--- src/rtl/segx_pkg.sv ---
package segx_pkg;
   localparam int SEL_W     = 16;
   localparam int SEL_IDX_W = 13;
   localparam int BASE_W    = 24;
   localparam int LIM_W     = 16;
   localparam int OFF_W     = 16;
   localparam int RING_W    = 2;

   typedef struct packed {
      logic              present;
      logic [RING_W-1:0] ring;
      logic [LIM_W-1:0]  limit;
      logic [BASE_W-1:0] base;
   } seg_desc_t;

   typedef enum logic [1:0] {
      CAUSE_NONE   = 2'b00,
      CAUSE_ABSENT = 2'b01,
      CAUSE_LIMIT  = 2'b10,
      CAUSE_PRIV   = 2'b11
   } fault_cause_t;
endpackage

--- src/rtl/segx_table.sv ---
module segx_table
   import segx_pkg::*;
#(
   parameter int IDX_W = 4
) (
   input  logic             clk,
   input  logic             rst_n,
   input  logic             wr_en,
   input  logic [IDX_W-1:0] wr_idx,
   input  seg_desc_t        wr_desc,
   input  logic [IDX_W-1:0] rd_idx,
   output seg_desc_t        rd_desc
);
   localparam int DEPTH = 2 ** IDX_W;

   seg_desc_t ents [DEPTH];

   always_ff @(posedge clk or negedge rst_n) begin
      if (!rst_n) begin
         for (int i = 0; i < DEPTH; i++) ents[i] <= '0;
      end else if (wr_en) begin
         ents[wr_idx] <= wr_desc;
      end
   end

   assign rd_desc = ents[rd_idx];

   AST_WRITE_LANDS: assert property (@(posedge clk) disable iff (!rst_n)
      wr_en |=> ents[$past(wr_idx)] == $past(wr_desc));
endmodule

--- src/rtl/segx_check.sv ---
module segx_check
   import segx_pkg::*;
#(
   parameter int IDX_W = 4
) (
   input  logic              clk,
   input  logic              rst_n,
   input  logic              in_valid,
   input  logic [SEL_W-1:0]  sel,
   input  logic [OFF_W-1:0]  off,
   input  seg_desc_t         desc,
   output logic              fault,
   output fault_cause_t      cause,
   output logic [BASE_W-1:0] addr
);
   localparam int DEPTH = 2 ** IDX_W;

   logic [SEL_IDX_W-1:0] sel_idx;
   logic [RING_W-1:0]    sel_rpl;
   logic                 in_range;
   logic                 absent;
   logic                 priv_bad;
   logic                 lim_bad;
   logic [BASE_W-1:0]    sum;

   assign sel_idx  = sel[SEL_W-1:3];
   assign sel_rpl  = sel[RING_W-1:0];
   assign in_range = int'(sel_idx) < DEPTH;
   assign absent   = !in_range || !desc.present;
   assign priv_bad = sel_rpl > desc.ring;
   assign lim_bad  = off > desc.limit;
   assign sum      = desc.base + BASE_W'(off);

   always_comb begin
      if (absent)        cause = CAUSE_ABSENT;
      else if (priv_bad) cause = CAUSE_PRIV;
      else if (lim_bad)  cause = CAUSE_LIMIT;
      else               cause = CAUSE_NONE;
      fault = (cause != CAUSE_NONE);
      addr  = fault ? '0 : sum;
   end

   AST_LIMIT_RESPECTED: assert property (@(posedge clk) disable iff (!rst_n)
      (in_valid && cause == CAUSE_NONE) |-> off <= desc.limit);
   AST_PRIV_RESPECTED: assert property (@(posedge clk) disable iff (!rst_n)
      (in_valid && cause == CAUSE_NONE) |-> sel_rpl <= desc.ring);
   AST_ABSENT_FIRST: assert property (@(posedge clk) disable iff (!rst_n)
      (in_valid && in_range && !desc.present) |-> cause == CAUSE_ABSENT);
endmodule

--- src/rtl/segx_resp.sv ---
module segx_resp
   import segx_pkg::*;
#(
   parameter bit OUT_REG = 1'b1
) (
   input  logic              clk,
   input  logic              rst_n,
   input  logic              in_valid,
   input  logic              in_fault,
   input  fault_cause_t      in_cause,
   input  logic [BASE_W-1:0] in_addr,
   output logic              out_valid,
   output logic              out_fault,
   output fault_cause_t      out_cause,
   output logic [BASE_W-1:0] out_addr
);
   if (OUT_REG) begin : g_reg
      always_ff @(posedge clk or negedge rst_n) begin
         if (!rst_n) begin
            out_valid <= 1'b0;
            out_fault <= 1'b0;
            out_cause <= CAUSE_NONE;
            out_addr  <= '0;
         end else begin
            out_valid <= in_valid;
            out_fault <= in_valid & in_fault;
            out_cause <= in_valid ? in_cause : CAUSE_NONE;
            out_addr  <= in_valid ? in_addr : '0;
         end
      end

      AST_RSP_FOLLOWS: assert property (@(posedge clk) disable iff (!rst_n)
         in_valid |=> out_valid);
      AST_RSP_IDLE: assert property (@(posedge clk) disable iff (!rst_n)
         !in_valid |=> !out_valid);
   end else begin : g_comb
      assign out_valid = in_valid;
      assign out_fault = in_valid & in_fault;
      assign out_cause = in_valid ? in_cause : CAUSE_NONE;
      assign out_addr  = in_valid ? in_addr : '0;
   end
endmodule

--- src/rtl/segdesc_xlate.sv ---
module segdesc_xlate
   import segx_pkg::*;
#(
   parameter int IDX_W   = 4,
   parameter bit OUT_REG = 1'b1
) (
   input  logic              clk,
   input  logic              rst_n,
   input  logic              dt_we,
   input  logic              dt_tbl,
   input  logic [IDX_W-1:0]  dt_idx,
   input  logic [23:0]       dt_base,
   input  logic [15:0]       dt_limit,
   input  logic [1:0]        dt_ring,
   input  logic              dt_present,
   input  logic              req_valid,
   input  logic [15:0]       req_sel,
   input  logic [15:0]       req_off,
   output logic              rsp_valid,
   output logic [23:0]       rsp_addr,
   output logic              rsp_fault,
   output logic [1:0]        rsp_cause
);
   localparam int NUM_TBL = 2;

   if (IDX_W < 1 || IDX_W > SEL_IDX_W) begin : g_bad_idx_w
      $error("IDX_W must lie between 1 and the selector index width");
   end

   seg_desc_t          wr_desc;
   seg_desc_t          tbl_rd [NUM_TBL];
   seg_desc_t          sel_desc;
   logic [IDX_W-1:0]   rd_idx;
   logic               chk_fault;
   fault_cause_t       chk_cause;
   fault_cause_t       out_cause;
   logic [BASE_W-1:0]  chk_addr;

   assign wr_desc = '{present: dt_present, ring: dt_ring, limit: dt_limit, base: dt_base};
   assign rd_idx  = req_sel[3 +: IDX_W];

   for (genvar t = 0; t < NUM_TBL; t++) begin : g_tbl
      segx_table #(.IDX_W(IDX_W)) u_tbl (
         .clk     (clk),
         .rst_n   (rst_n),
         .wr_en   (dt_we && (dt_tbl == 1'(t))),
         .wr_idx  (dt_idx),
         .wr_desc (wr_desc),
         .rd_idx  (rd_idx),
         .rd_desc (tbl_rd[t])
      );
   end

   assign sel_desc = tbl_rd[req_sel[2]];

   segx_check #(.IDX_W(IDX_W)) u_chk (
      .clk      (clk),
      .rst_n    (rst_n),
      .in_valid (req_valid),
      .sel      (req_sel),
      .off      (req_off),
      .desc     (sel_desc),
      .fault    (chk_fault),
      .cause    (chk_cause),
      .addr     (chk_addr)
   );

   segx_resp #(.OUT_REG(OUT_REG)) u_resp (
      .clk       (clk),
      .rst_n     (rst_n),
      .in_valid  (req_valid),
      .in_fault  (chk_fault),
      .in_cause  (chk_cause),
      .in_addr   (chk_addr),
      .out_valid (rsp_valid),
      .out_fault (rsp_fault),
      .out_cause (out_cause),
      .out_addr  (rsp_addr)
   );

   assign rsp_cause = out_cause;

   AST_FAULT_ADDR_ZERO: assert property (@(posedge clk) disable iff (!rst_n)
      (rsp_valid && rsp_fault) |-> rsp_addr == '0);
   AST_CAUSE_MATCH: assert property (@(posedge clk) disable iff (!rst_n)
      rsp_valid |-> (rsp_fault == (rsp_cause != 2'b00)));
endmodule

--- config.mk ---
export PLATFORM = sky130hd
export DESIGN_NAME = segdesc_xlate
export DESIGN_NICKNAME = d
export VERILOG_FILES = /design/src/rtl/segx_pkg.sv /design/src/rtl/segx_table.sv /design/src/rtl/segx_check.sv /design/src/rtl/segx_resp.sv /design/src/rtl/segdesc_xlate.sv
export SDC_FILE = /design/constraint.sdc
export NUM_CORES = 2
export LEC_CHECK = 0
export CAP_MARGIN = 5
export CORE_UTILIZATION = 25
export DETAILED_ROUTE_END_ITERATION = 10
export GPL_TIMING_DRIVEN = 1
export RECOVER_POWER = 25
export REMOVE_ABC_BUFFERS = 1
export SLEW_MARGIN = 25
export SYNTH_ARGS = -nofsm -noshare
export SYNTH_HDL_FRONTEND = slang
export SYNTH_SLANG_ARGS = --single-unit
--- constraint.sdc ---
create_clock -name clk -period 5.1 [get_ports clk]
set_clock_uncertainty 0.15 [all_clocks]
set_input_delay 1.02 -clock clk [delete_from_list [all_inputs] [get_ports clk]]
set_output_delay 1.02 -clock clk [all_outputs]
set_load 0.005 [all_outputs]
# Word-level counts from Yosys, hierarchy flattened
# Index checks and enable logic that the tools add are counted.
[word_totals]
word_cells = 171
input_bits = 84
regBits = 1404
[op_classes]
muxes = 19
n_lt_le_gt_ge = 7
n_reduce_logical = 7
addsub = 1
n_bitwise = 5
[op_table]
columns = ["operator", "n"]
rows = [
  ["$bwmux 688", 2],
  ["$bmux 43 s4", 2],
  ["$mux 43", 8],
  ["$demux 43 s4", 1],
  ["$mux 24", 2],
  ["$add 24x16->24", 1],
  ["$gt 16x16->1", 1],
  ["$lt 13x5->1 const B", 1],
  ["$ge 5x5->1 const B", 2],
  ["$not 4->5", 2],
  ["$mux 2", 4],
  ["$lt 5x1->1 const B", 1],
  ["$logic_and 1x1->1", 3],
  ["$ge 2x2->1 const B", 1],
  ["$gt 2x2->1", 1],
  ["$logic_not 1->1", 2],
  ["$not 1->2", 1],
  ["$reduce_bool 2->1", 1],
  ["$and 1x1->1", 1],
  ["$logic_or 1x1->1", 1],
  ["$not 1->1", 1],
]

# Depth between registers and ports, before layout
[logic_depth]
word_depth = 14
ltp_mapped = 20
mapped_depth_nobuf = 14

# By module
# Synthesis repeated with hierarchy kept, for this count alone.
[unflattened]
hier_cells = 4116
hier_area_um2 = 64997.3
[by_module_without_submodules]
columns = ["mod", "instances", "area_each_um2", "cells_per_inst"]
rows = [
  ["segx_table", 2, 30815.8, 1876],
  ["segx_check", 1, 1709.1, 257],
  ["segx_resp", 1, 918.4, 57],
  ["segdesc_xlate", 1, 738.2, 50],
]

# Worst setup path before layout
# No wires, ideal clock.
[synth_timing]
kind = "input to register"
start = "in req_sel[3]"
end = "reg u_resp.out_addr[17]"
slack_ns = -0.189
setup_ns = 0.086
stages = 17
t_arrival_ns = 5.053
n_path_buf = 5
required_time_ns = 4.864
path_cell_list = "buf_6 > buf_12 > buf_12 > buf_6 > buf_4 > mux4_2 > mux4_2 > mux2_2 > ha_1 > and4_1 > and4_1 > nor3_1 > a21oi_1 > a2111oi_1 > inv_1 > and3_1 > nor3_1"
[synth_via]
elab_chain_len = 14
elab_cells_between_ends = 23
cone_classes = "1 x add/sub; 3 x order compare; 14 x mux; 1 x bitwise; 4 x reduce/logical"
[synth_rtl]
columns = ["element", "line", "rtl"]
rows = [
  ["start, declared", "segdesc_xlate.sv:17", "input logic [15:0] req_sel,"],
  ["$not 4->5 (not written as such)", "segx_table.sv:26", "assign rd_desc = ents[rd_idx];"],
  ["$bmux 43 s4", "segx_table.sv:26", ""],
  ["$mux 43 (not written as such) (2 in a row)", "segx_table.sv:26", ""],
  ["$mux 43 (not written as such) (3 in a row)", "segdesc_xlate.sv:54", "assign sel_desc = tbl_rd[req_sel[2]];"],
  ["$gt 16x16->1", "segx_check.sv:31", "assign lim_bad = off > desc.limit;"],
  ["$mux 2", "segx_check.sv:37", "else if (lim_bad) cause = CAUSE_LIMIT;"],
  ["$mux 2", "segx_check.sv:36", "else if (priv_bad) cause = CAUSE_PRIV;"],
  ["$mux 2", "segx_check.sv:35", "if (absent) cause = CAUSE_ABSENT;"],
  ["$reduce_bool 2->1", "segx_check.sv:39", "fault = (cause != CAUSE_NONE);"],
  ["$mux 24 *", "segx_check.sv:40", "addr = fault ? '0 : sum;"],
  ["$mux 24 *", "segx_resp.sv:28", "out_addr <= in_valid ? in_addr : '0;"],
  ["end signal, assigned", "segx_resp.sv:28", ""],
  ["end, declared", "segx_resp.sv:15", "output logic [BASE_W-1:0] out_addr"],
]
# Every way passes the cells marked *; elsewhere a longest branch is shown, timed or not. The select of a mux whose other input is x is not followed.
# A chain may end at the register's enable or synchronous reset.

# Worst setup path after layout
# Same ends and word-level chain as after synthesis.

==> summary.md <==
| Metric | Value |
|---|---|
| Outcome | finished, violations left |
| Violated checks | max-capacitance violations, max-slew violations |
| CTS max path bufs | 3 |
| Initial antenna violation count | 30 |
| Fin Setup TNS | 0 ns |
| I/O Pins | 112 |
| # DRC | 0 |
| Final HPWL DP | 112000 microns |
| DR iter-0 viols | 2439 |
| Vias | 36155 |
| Post-synth top area share | 54.7% |
| EDFF count, synth | 0 |
| Layout cell share with drive strength beyond 1 | 55.5% |
| Antenna violation net count after detailed routing | 0 |
| Sequential area share after synthesis | 54.7% |
| Vias in the first global route | 38801 |
| DR WL met3 | 6710 microns |
| P per Cell Area | 409 nW/um^2 |
| First-pass GRT wire length | 280000 microns |
| Achievable frequency | 215 MHz |
| Final period util | 91.3% |
| Nets | 4181 |
| Startpoint Class | primary input |
| GR Overflow Total | 0 |
| Asr flop ratio synth | 100% |
| Synthesized area per cell | 16.3 sq um |
| Primary FF master, synth | dfrtp_1 |
| Synth area leader | dfrtp_1 |
| Post-CTS Repair Setup Buffers | 0 |
| Final hold viol count | 0 |
| CTS tree | built |
| Layout area overhead | 17.5% |
| DP Cell Count | 7273 |
| Post-Route M1 WL | 81200 microns |
| CP arrival | 5.21 ns |
| Row count | 185 |
| Die H | 509 microns |
| Reported max-cap violation count | 1 |
| Total GRT Usage | 14.8% |
| Worst skew pair latency | 0.81 ns |
| Drt total wl | 189000 microns |
| P_leak | 32.9 nW |
| Slew Limit Fails | 75 |
| Largest net degree at the start of global routing | 164 |
| Worst hold margin | 0.348 ns |
| Slew @ Worst Pin | 2.80 ns |
| Root Buffer | clkbuf_16 |
| FF/Latch Area | 35100 sq um |
| Clock Sink Count | 1404 |
| Worst R2R Path Depth | 13 |
| Post-DP Area | 70600 sq um |
| Synth Instances | 3948 |
| Commonest cells post-synth | 1404 x dfrtp_1, 1398 x mux2_2, 387 x mux4_2 |
| CTS buffer count | 152 |
| Synth top area cells | dfrtp_1 55%, mux2_2 24%, mux4_2 14%, clkbuf_1 1.7%, mux2i_1 0.90% |
| Unique masters post-synth | 50 |
| #FFs+latches synth | 1404 |
| Yosys warns | 0 |
| Required time of the critical path | 5.65 ns |
| Avg WL per Cell | 24.9 microns |
| Clk pin slew, worst setup/hold paths | 0.06 ns |
| Overall power consumption | 30.9 mW |
| Multi-input combinational cell area | 27700 sq um |
| PortBufs | 111 |
| Vias per inst | 4.78 |
| Hold-critical path depth | 1 |
| Hold Path Class | flip-flop to flip-flop |
| RSZ-0062 raised after global routing | false |
| CP Class | primary input to flip-flop |
| Cell area after synthesis | 64300 sq um |
| Design area | 75500 sq um |
| DIE AREA | 259000 sq um |
| CP max FO | 29 |
| DR pass1 iterations | 5 |
| Filler Cells Inserted | 24927 |
| Minimum clock period | 4.66 ns |
| Worst Setup End Kind | flip-flop |
| Top sig layer | met5 |
| Starting density of the core | 25.2% |
| IR drop worst, VDD | 0.297 mV |
| Core Box Area | 255000 sq um |
| H-tree levels | 4 |
| Met2 WL | 94700 microns |
| Final cell count without fillers | 7565 |
| Die X-Extent | 509 microns |
| Setup violators final | 0 |
| RePlAce Congestion | 0.777 |
| Count leader, synth | dfrtp_1 |
| Max_slew headroom | -86.9% |
-- critical path, stage by stage --
cell and delay, ns:
buf_8 0.20, buf_12 0.30, mux4_2 0.55, mux4_2 0.48, mux2_2 0.28, ha_1 0.32
and4_1 0.24, and4_1 0.21, nor3_1 0.23, a21oi_1 0.18, a2111oi_1 0.45, buf_4 0.24
inv_1 0.09, and3_1 0.19, nor3_1 0.19
-- flip-flops by register name (all words and copies together) (netlist names) --
register          count
g_tbl.u_tbl.ents   1376
u_resp.out_fault      1
u_resp.out_valid      1
u_resp.out_addr      24
u_resp.out_cause      2
-- layer usage --
metal | track usage [%] | up-vias
li1 | - | 15068
met3 | 2.09 | 291
met1 | 19.2 | 20090
met4 | 4.92 | 12
met5 | 0 | -
met2 | 25.1 | 694
-- logic make-up after synthesis --
kind of cell | Yosys count | synth area share (%)
flip-flops | 1404 | 54.7
AO/OA/AOI/OAI | 69 | 0.722
XOR/XNOR | 16 | 0.218
buffers and inverters | 385 | 2.62
adder cells (fa/ha/maj) | 35 | 0.693
AND/OR/NAND/NOR | 178 | 1.39
multiplexers | 1861 | 39.7
-- stage by stage --
stage | util, % | setup slack [ns]
final | 29.6 | 0.445
after global routing | 29.6 | 0.185
after CTS | 29.7 | 0.513
after detailed placement | 27.7 | -0.339
after global placement | 27.7 | -0.392
after floorplan | - | -1.14
-- area by class of cell --
type / instances / share of cell area (%)
Clock buffer: 227 / 5.88
Multi-Input combinational cell: 2159 / 36.7
Tap cell: 3366 / 5.58
Clock inverter: 49 / 0.840
Timing Repair Buffer: 337 / 4.42
Antenna cell: 15 / 0.0497
Sequential cell: 1404 / 46.5
Inverter: 8 / 0.0398
-- power breakdown --
part           internal, mW  total [mW]  switching [mW]
sequential             13.3        14.3            1.03
combinational          3.32        5.44            2.12
clock                  6.39        11.2            4.78
-- placed cells by master (no fill, tap or decap), types with 15 or more instances in the layout --
cell / n
mux4_1: 17
nand3_1: 21
mux2i_1: 58
nor3_1: 16
clkinv_2: 22
dfrtp_1: 1404
buf_2: 35
clkbuf_16: 153
nor2_1: 38
buf_12: 58
mux2_2: 1398
diode_2: 15
buf_4: 155
ha_1: 34
nand2_1: 23
a21oi_1: 22
mux4_2: 387
clkbuf_1: 48
clkbuf_8: 33
clkdlybuf4s50_1: 67
-- worst paths after layout --
path                                     startpoint                        to  slack [ns]
min                        g_tbl[1].u_tbl.ents[532]  g_tbl[1].u_tbl.ents[532]        0.35
max                                      req_sel[3]       u_resp.out_addr[17]        0.44
max reg2reg                g_tbl[1].u_tbl.ents[525]       u_resp.out_addr[17]        0.84
min in group asynchronous                     rst_n  g_tbl[0].u_tbl.ents[393]        1.49
max in group asynchronous                     rst_n  g_tbl[0].u_tbl.ents[127]        0.69
min reg2reg                g_tbl[1].u_tbl.ents[532]  g_tbl[1].u_tbl.ents[532]        0.35
-- repair_timing --
action | 4_1_cts | 5_1_grt
hold buffers | 1 | 0
gates resized for setup | 0 | 0
hold endpoints to repair | 1 | 0
Power figures use the tool's default switching activity.
